**src/rtl/ohz_pkg.sv**
```systemverilog
package ohz_pkg;

    typedef enum logic [1:0] {
        SLOT_IDLE = 2'd0,
        SLOT_OH   = 2'd1,
        SLOT_Z    = 2'd2,
        SLOT_RSVD = 2'd3
    } slot_e;

    // Per-tick routing decision
    typedef struct packed {
        logic hit_z;   // tick lands on a Z slot
        logic port;    // slot is a member of the side port
        logic reg_z;   // Z slot served by the register bank
        logic drive;   // block supplies the transmit bit
    } route_t;

    // First pipeline stage: port-facing
    typedef struct packed {
        logic en;
        logic tag;
        logic rx;
        logic drive;
        logic reg_bit;
    } stg1_t;

    // Second pipeline stage: framer-facing
    typedef struct packed {
        logic valid;
        logic dat;
    } stg2_t;

endpackage

```
**src/rtl/ohz_slot_ctr.sv**
```systemverilog
module ohz_slot_ctr
    import ohz_pkg::*;
#(
    parameter int N_OH = 42,
    parameter int N_Z  = 48,
    localparam int OW  = $clog2(N_OH + 1),
    localparam int ZW  = $clog2(N_Z + 1)
) (
    input  logic          clk,
    input  logic          rst_n,
    input  logic          tick,
    input  logic          sof,
    input  slot_e         kind,
    output logic [OW-1:0] oh_idx,
    output logic [ZW-1:0] z_idx,
    output logic          z_last
);

    localparam logic [OW-1:0] OH_END = OW'(N_OH);
    localparam logic [ZW-1:0] Z_END  = ZW'(N_Z);
    localparam logic [ZW-1:0] Z_LAST = ZW'(N_Z - 1);

    typedef struct packed {
        logic [OW-1:0] oh;
        logic [ZW-1:0] z;
    } ctr_t;

    ctr_t ctr_d, ctr_q;

    always_comb begin
        ctr_d = ctr_q;
        if (tick) begin
            if (sof) begin
                ctr_d.oh = '0;
                ctr_d.z  = '0;
            end else if (kind == SLOT_OH && ctr_q.oh != OH_END) begin
                ctr_d.oh = ctr_q.oh + 1'b1;
            end else if (kind == SLOT_Z && ctr_q.z != Z_END) begin
                ctr_d.z = ctr_q.z + 1'b1;
            end
        end
    end

    always_ff @(posedge clk or negedge rst_n) begin
        if (!rst_n) ctr_q <= '0;
        else        ctr_q <= ctr_d;
    end

    assign oh_idx = ctr_q.oh;
    assign z_idx  = ctr_q.z;
    assign z_last = (ctr_q.z == Z_LAST);

    AST_SOF_IDLE_SLOT: assert property (@(posedge clk) disable iff (!rst_n)
        sof |-> (tick && kind == SLOT_IDLE));
    AST_OH_IN_RANGE: assert property (@(posedge clk) disable iff (!rst_n)
        (tick && !sof && kind == SLOT_OH) |-> (ctr_q.oh != OH_END));
    AST_Z_IN_RANGE: assert property (@(posedge clk) disable iff (!rst_n)
        (tick && !sof && kind == SLOT_Z) |-> (ctr_q.z != Z_END));

endmodule

```
**src/rtl/ohz_route.sv**
```systemverilog
module ohz_route
    import ohz_pkg::*;
#(
    parameter int              N_OH      = 42,
    parameter logic [N_OH-1:0] HW_PREDEF = '0,
    localparam int             OW        = $clog2(N_OH + 1)
) (
    input  logic            tick,
    input  logic            sof,
    input  slot_e           kind,
    input  logic [OW-1:0]   oh_idx,
    input  logic            cfg_z_port,
    input  logic            cfg_hw_ctl,
    input  logic            cfg_frac_t1,
    input  logic [N_OH-1:0] cfg_oh_predef,
    output route_t          rt
);

    localparam logic [OW-1:0] OH_LAST = OW'(N_OH - 1);

    logic hit_oh, hit_z, predef, oh_user, z_live, z_on_port;

    always_comb begin
        hit_oh = tick && !sof && (kind == SLOT_OH);
        hit_z  = tick && !sof && (kind == SLOT_Z);

        // Out-of-range ordinals count as predefined (never on the port)
        predef = 1'b1;
        if (oh_idx <= OH_LAST) begin
            predef = cfg_hw_ctl ? HW_PREDEF[oh_idx] : cfg_oh_predef[oh_idx];
        end

        oh_user   = hit_oh && !predef;
        z_live    = hit_z && !cfg_frac_t1;
        z_on_port = cfg_hw_ctl || cfg_z_port;

        rt.hit_z = hit_z;
        rt.port  = oh_user || (z_live && z_on_port);
        rt.reg_z = z_live && !z_on_port;
        rt.drive = oh_user || z_live;
    end

endmodule

```
**src/rtl/ohz_zbank.sv**
```systemverilog
module ohz_zbank #(
    parameter int  N_Z = 48,
    localparam int ZW  = $clog2(N_Z + 1)
) (
    input  logic           clk,
    input  logic           rst_n,
    input  logic           load,
    input  logic [N_Z-1:0] z_tx_word,
    input  logic [ZW-1:0]  z_idx,
    input  logic           wr,
    input  logic           rx_bit,
    input  logic           last,
    output logic           tx_bit,
    output logic [N_Z-1:0] z_rx_word
);

    localparam logic [ZW-1:0] Z_LAST = ZW'(N_Z - 1);

    typedef struct packed {
        logic [N_Z-1:0] hold;   // transmit word for the current frame
        logic [N_Z-1:0] shadow; // receive word being assembled
        logic [N_Z-1:0] pub;    // receive word of the last full frame
    } bank_t;

    bank_t bank_d, bank_q;

    always_comb begin
        bank_d = bank_q;
        if (load) begin
            bank_d.hold = z_tx_word;
        end
        if (wr && z_idx <= Z_LAST) begin
            bank_d.shadow[z_idx] = rx_bit;
            if (last) begin
                bank_d.pub = bank_d.shadow;
            end
        end
    end

    always_ff @(posedge clk or negedge rst_n) begin
        if (!rst_n) bank_q <= '0;
        else        bank_q <= bank_d;
    end

    assign tx_bit    = (z_idx <= Z_LAST) ? bank_q.hold[z_idx] : 1'b0;
    assign z_rx_word = bank_q.pub;

    AST_HOLD_ONLY_AT_LOAD: assert property (@(posedge clk) disable iff (!rst_n)
        !$stable(bank_q.hold) |-> $past(load));

endmodule

```
**src/rtl/ohz_port_seq.sv**
```systemverilog
module ohz_port_seq
    import ohz_pkg::*;
#(
    parameter int              N_OH      = 42,
    parameter int              N_Z       = 48,
    parameter logic [N_OH-1:0] HW_PREDEF = 42'h200_0000_0003
) (
    input  logic            clk,
    input  logic            rst_n,
    input  logic            tick,
    input  logic            sof,
    input  logic [1:0]      slot_kind,
    input  logic            cfg_z_port,
    input  logic            cfg_hw_ctl,
    input  logic            cfg_frac_t1,
    input  logic [N_OH-1:0] cfg_oh_predef,
    input  logic            frm_rx_bit,
    input  logic            sp_tx_din,
    input  logic [N_Z-1:0]  z_tx_word,
    output logic            sp_en,
    output logic            sp_tag,
    output logic            sp_rx_dout,
    output logic            frm_tx_valid,
    output logic            frm_tx_bit,
    output logic [N_Z-1:0]  z_rx_word
);

    localparam int OW = $clog2(N_OH + 1);
    localparam int ZW = $clog2(N_Z + 1);

    slot_e         kind;
    logic [OW-1:0] oh_idx;
    logic [ZW-1:0] z_idx;
    logic          z_last;
    logic          reg_tx_bit;
    route_t        rt;

    assign kind = slot_e'(slot_kind);

    ohz_slot_ctr #(.N_OH(N_OH), .N_Z(N_Z)) u_ctr (
        .clk    (clk),
        .rst_n  (rst_n),
        .tick   (tick),
        .sof    (sof),
        .kind   (kind),
        .oh_idx (oh_idx),
        .z_idx  (z_idx),
        .z_last (z_last)
    );

    ohz_route #(.N_OH(N_OH), .HW_PREDEF(HW_PREDEF)) u_route (
        .tick          (tick),
        .sof           (sof),
        .kind          (kind),
        .oh_idx        (oh_idx),
        .cfg_z_port    (cfg_z_port),
        .cfg_hw_ctl    (cfg_hw_ctl),
        .cfg_frac_t1   (cfg_frac_t1),
        .cfg_oh_predef (cfg_oh_predef),
        .rt            (rt)
    );

    ohz_zbank #(.N_Z(N_Z)) u_zbank (
        .clk       (clk),
        .rst_n     (rst_n),
        .load      (tick && sof),
        .z_tx_word (z_tx_word),
        .z_idx     (z_idx),
        .wr        (rt.reg_z),
        .rx_bit    (frm_rx_bit),
        .last      (z_last),
        .tx_bit    (reg_tx_bit),
        .z_rx_word (z_rx_word)
    );

    stg1_t s1_d, s1_q;
    stg2_t s2_d, s2_q;

    always_comb begin
        s1_d.en      = rt.port;
        s1_d.tag     = rt.port && rt.hit_z;
        s1_d.rx      = rt.port && frm_rx_bit;
        s1_d.drive   = rt.drive;
        s1_d.reg_bit = rt.reg_z && reg_tx_bit;

        // Port peer supplies its bit during the enable cycle
        s2_d.valid = s1_q.drive;
        s2_d.dat   = s1_q.drive && (s1_q.en ? sp_tx_din : s1_q.reg_bit);
    end

    always_ff @(posedge clk or negedge rst_n) begin
        if (!rst_n) begin
            s1_q <= '0;
            s2_q <= '0;
        end else begin
            s1_q <= s1_d;
            s2_q <= s2_d;
        end
    end

    assign sp_en        = s1_q.en;
    assign sp_tag       = s1_q.tag;
    assign sp_rx_dout   = s1_q.rx;
    assign frm_tx_valid = s2_q.valid;
    assign frm_tx_bit   = s2_q.dat;

    AST_EN_NEEDS_TICK: assert property (@(posedge clk) disable iff (!rst_n)
        sp_en |-> $past(tick));
    AST_TAG_WITHIN_EN: assert property (@(posedge clk) disable iff (!rst_n)
        sp_tag |-> sp_en);
    AST_RX_QUIET_IN_GAP: assert property (@(posedge clk) disable iff (!rst_n)
        !sp_en |-> !sp_rx_dout);
    AST_PORT_TX_PASS: assert property (@(posedge clk) disable iff (!rst_n)
        (frm_tx_valid && $past(sp_en)) |-> (frm_tx_bit == $past(sp_tx_din)));
    AST_FRAC_NO_Z_PORT: assert property (@(posedge clk) disable iff (!rst_n)
        sp_tag |-> !$past(cfg_frac_t1));
    AST_ZRX_AT_LAST_Z: assert property (@(posedge clk) disable iff (!rst_n)
        !$stable(z_rx_word) |-> $past(tick && slot_kind == 2'd2));

endmodule

```
**config.mk**
```make
export PLATFORM = sky130hd
export DESIGN_NAME = ohz_port_seq
export DESIGN_NICKNAME = d
export VERILOG_FILES = /design/src/rtl/ohz_pkg.sv /design/src/rtl/ohz_slot_ctr.sv /design/src/rtl/ohz_route.sv /design/src/rtl/ohz_zbank.sv /design/src/rtl/ohz_port_seq.sv
export SDC_FILE = /design/constraint.sdc
export NUM_CORES = 1
export LEC_CHECK = 0
export BUFFER_PORTS_ARGS = -buffer_cell sky130_fd_sc_hd__buf_2
export CAP_MARGIN = 20
export CORE_ASPECT_RATIO = 0.9
export CORE_MARGIN = 2
export CORE_UTILIZATION = 25
export DETAILED_ROUTE_END_ITERATION = 12
export HOLD_SLACK_MARGIN = 0.05
export PLACE_DENSITY = 0.47
export SLEW_MARGIN = 40
export SYNTH_ARGS = -nofsm -noshare
export SYNTH_HDL_FRONTEND = slang
export SYNTH_HIERARCHICAL = 1
export SYNTH_SLANG_ARGS = --single-unit
```
**constraint.sdc**
```tcl
create_clock -name clk -period 4.76 [get_ports clk]
set_clock_uncertainty 0.2 [all_clocks]
set_input_delay 0.714 -clock clk [delete_from_list [all_inputs] [get_ports clk]]
set_output_delay 0.714 -clock clk [all_outputs]
set_load 0.02 [all_outputs]
```
==> impl_metrics.env <==
export IMPL_fin_util_pct=29.47
export IMPL_max_freq_mhz=335.2
export IMPL_synth_top_family_by_area="multiplexers"
export IMPL_r2r_end="s1_q[0]"
export IMPL_cap_violations=0
export IMPL_whs_endpoint="frm_tx_valid"
export IMPL_clk_pin_slew_worst_paths_ns=0.07
export IMPL_post_cts_buffers=0
export IMPL_busiest_layer="met2"
export IMPL_cp_end_kind="flip-flop"
export IMPL_drt_pass1_iterations=4
export IMPL_synth_warnings=6
export IMPL_worst_pin_slew_ns=0.8251
export IMPL_netlist_area_leader_share_pct=46.45
export IMPL_drcViolationCount=0
export IMPL_wire_per_inst_um=16.40
export IMPL_hp_class="flip-flop to flip-flop"
export IMPL_power_net_switching_mw=1.109
export IMPL_grt_pass1_vias=6304
export IMPL_use_met1_pct=17.59
export IMPL_critPathKind="input pin to flip-flop"
export IMPL_p_clk_share_pct=39.5
export IMPL_internal_power_mw=2.545
export IMPL_rows=65
export IMPL_tritoncts="done"
export IMPL_routabilityCongestion=0.7219
export IMPL_syn_area_um2=8781
export IMPL_dp_hpwl_um=15860
export IMPL_combPwrFrac_pct=16.5
export IMPL_initial_core_util_pct=25.23
export IMPL_clk_latency_ns=0.45
export IMPL_antenna_found_initial=5
export IMPL_antenna_cells=0
export IMPL_syn_avg_cell_area_um2=10.55
export IMPL_drt_wl_total_um=22910
export IMPL_dieHeight_um=181.8
export IMPL_r2r_start="u_ctr/z_idx[2]"
export IMPL_port_buffers=153
export IMPL_drv_slew=0
export IMPL_setup_violations=0
export IMPL_synth_area_leaders="dfrtp_1 46%, mux2_2 10%, mux2i_1 9.1%"
export IMPL_period_share_pct=62.67
export IMPL_htreeDepth=4
export IMPL_ir_drop_mv=0.2386
export IMPL_cellPowerDensity_nw_per_um2=356.3
export IMPL_area_growth_pct=16.81
export IMPL_synthFlopType="dfrtp_1"
export IMPL_core_um2=34810
export IMPL_synth_top_cell_by_area="dfrtp_1"
export IMPL_synth_seq_area_share_pct=46.45
export IMPL_synthXorXnorAreaFrac_pct=0
export IMPL_clock_path_buffers=2
export IMPL_clock_sinks=163
export IMPL_grtUsageMet3_pct=3.859
export IMPL_crit_arrival_ns=3.14
export IMPL_synth_seq_cells=163
export IMPL_status="finished, final reports clean"
export IMPL_grt_max_degree=102
export IMPL_drive_above_1_share_pct=32.33
export IMPL_grtUsageTotal_pct=13.01
export IMPL_swShare_pct=30.35
export IMPL_required_ns=4.91
export IMPL_fin_nets=1020
export IMPL_synth_simple_gate_area_share_pct=14.31
export IMPL_rsz0062_at_grt="no"
export IMPL_worst_setup_path_start_kind="input pin"
export IMPL_synth_cell_types=64
export IMPL_relSlewSlack_pct=44.79
export IMPL_vias_per_cell=4.423
export IMPL_leakagePower_nw=4.791
export IMPL_fin_setup_tns_ns=0
export IMPL_rr_worst_depth=7
export IMPL_r2r_slack_ns=1.80
export IMPL_synthCells=832
export IMPL_hold_viol=0
export IMPL_grt_pass1_wl_um=36910
export IMPL_synth_compound_area_share_pct=8.022
export IMPL_min_delay_start="s1_q[1]"
export IMPL_num_vias=6179
export IMPL_final_cell_mix="160 x dfrtp_1, 152 x buf_2, 97 x nor2_1"
export IMPL_ant_nets=0
export IMPL_synth_edf_count=0
export IMPL_p_seq_share_pct=44.0
export IMPL_layout_min_cycle_time_ns=2.983
export IMPL_final_common_cell="dfrtp_1"
export IMPL_path_max_fanout=39
export IMPL_met2_usage_pct=20.48
export IMPL_whs_path_depth=0
export IMPL_muxShareOfSynthArea_pct=22.93
export IMPL_async_reset_ff_share_pct=100.0
export IMPL_cts_made_buffers=17
export IMPL_initialDrtViolationCount=312
export IMPL_cts_root_buf="clkbuf_16"
export IMPL_overflow=0
export IMPL_syn_nets=937
export IMPL_fp_dieW_um=201.6
export IMPL_io_pin_count=154
export IMPL_synthAdderAreaFrac_pct=0.5700
export IMPL_die_area_um2=36640
## flip-flops by register name, summed over array words and instances, names as in the netlist, 2 cells and up
signal	flops
u_zbank/bank_q	96
u_ctr/z_idx	6
u_zbank/z_rx_word	48
s1_q	2
u_ctr/oh_idx	6
## power groups by stage
stage	clock network, mW	registers [mW]	logic [mW]
after floorplan	0	1.55	0.467
after global placement	0	1.63	0.608
after detailed placement	0	1.64	0.614
after CTS	1.51	1.61	0.616
after global routing	1.56	1.63	0.680
final	1.44	1.61	0.602
## worst max-delay path by stage
stage,end,slack [ns],from
final,u_zbank/z_rx_word[5],1.78,tick
after global routing,u_zbank/z_rx_word[42],1.39,tick
after CTS,s1_q[0],1.73,u_ctr/z_idx[2]
after detailed placement,u_zbank/z_rx_word[14],1.31,tick
after global placement,u_zbank/z_rx_word[45],1.43,tick
after floorplan,u_zbank/z_rx_word[10],1.81,sof
## what timing repair did
| action | in CTS | in global routing |
|---|---|---|
| gates resized for setup | 0 | 0 |
| hold endpoints to repair | 0 | 38 |
| hold buffers | 0 | 1 |
| setup endpoints to repair | 0 | 0 |
## per-stage QoR
stage	std cells	instance area (um2)	setup slack, ns	total power [mW]	hold slack (ns)
final	1397	10260	1.777	3.655	0.1682
after detailed placement	1363	9614	1.306	2.250	0.1561
after global placement	1363	9600	1.429	2.239	0.1554
after CTS	1395	10220	1.730	3.733	0.1680
after floorplan	832	8781	1.809	2.014	0.1465
after global routing	1397	10260	1.394	3.870	0.1790
## cells by family (layout without fill, tap and decap cells)
kind of cell               count (synthesis)  after routing
adders and majority gates                  4              4
DFF                                      163            163
muxes                                    181            181
and+or+nand+nor                          260            260
AOI/OAI and AO/OA                        109            109
buffers and inverters                    115            211
## final cells by class
type	instances	area, um2
repair buffers	164	893.4
clock inverters	14	165.2
multi-input cells	554	4034
clock buffers	18	439.2
flip-flops and latches	163	4083
fillers	3683	24550
well taps	469	586.8
inverters	15	56.30
## per-layer routing
metal	wire, um	vias up
met5	38	-
met4	170	6
met3	1236	15
met2	10500	130
met1	10970	2993
li1	-	3035
## synth_stat cells, types with 5 or more instances
library cell and number:
mux4_1 5, nand3_1 10, nor2b_1 12, o22ai_1 18, buf_4 55, mux2_1 17, buf_1 8, nand2_1 86
buf_2 14, mux2_2 79, clkbuf_1 20, inv_1 14, dfrtp_1 163, nand2b_1 7, nand4b_1 5, and3_1 7
nor2_1 97, a21oi_1 53, mux2i_1 80
## worst max-delay path, cell delays in order
cell      delay, ns
buf_2          0.08
buf_4          0.25
nor4bb_1       0.34
nor2b_1        0.26
nor3b_1        0.22
buf_4          0.19
and3_2         0.42
buf_4          0.41
nor2_1         0.08
a21oi_1        0.13
(Power assumes the default switching activity.)
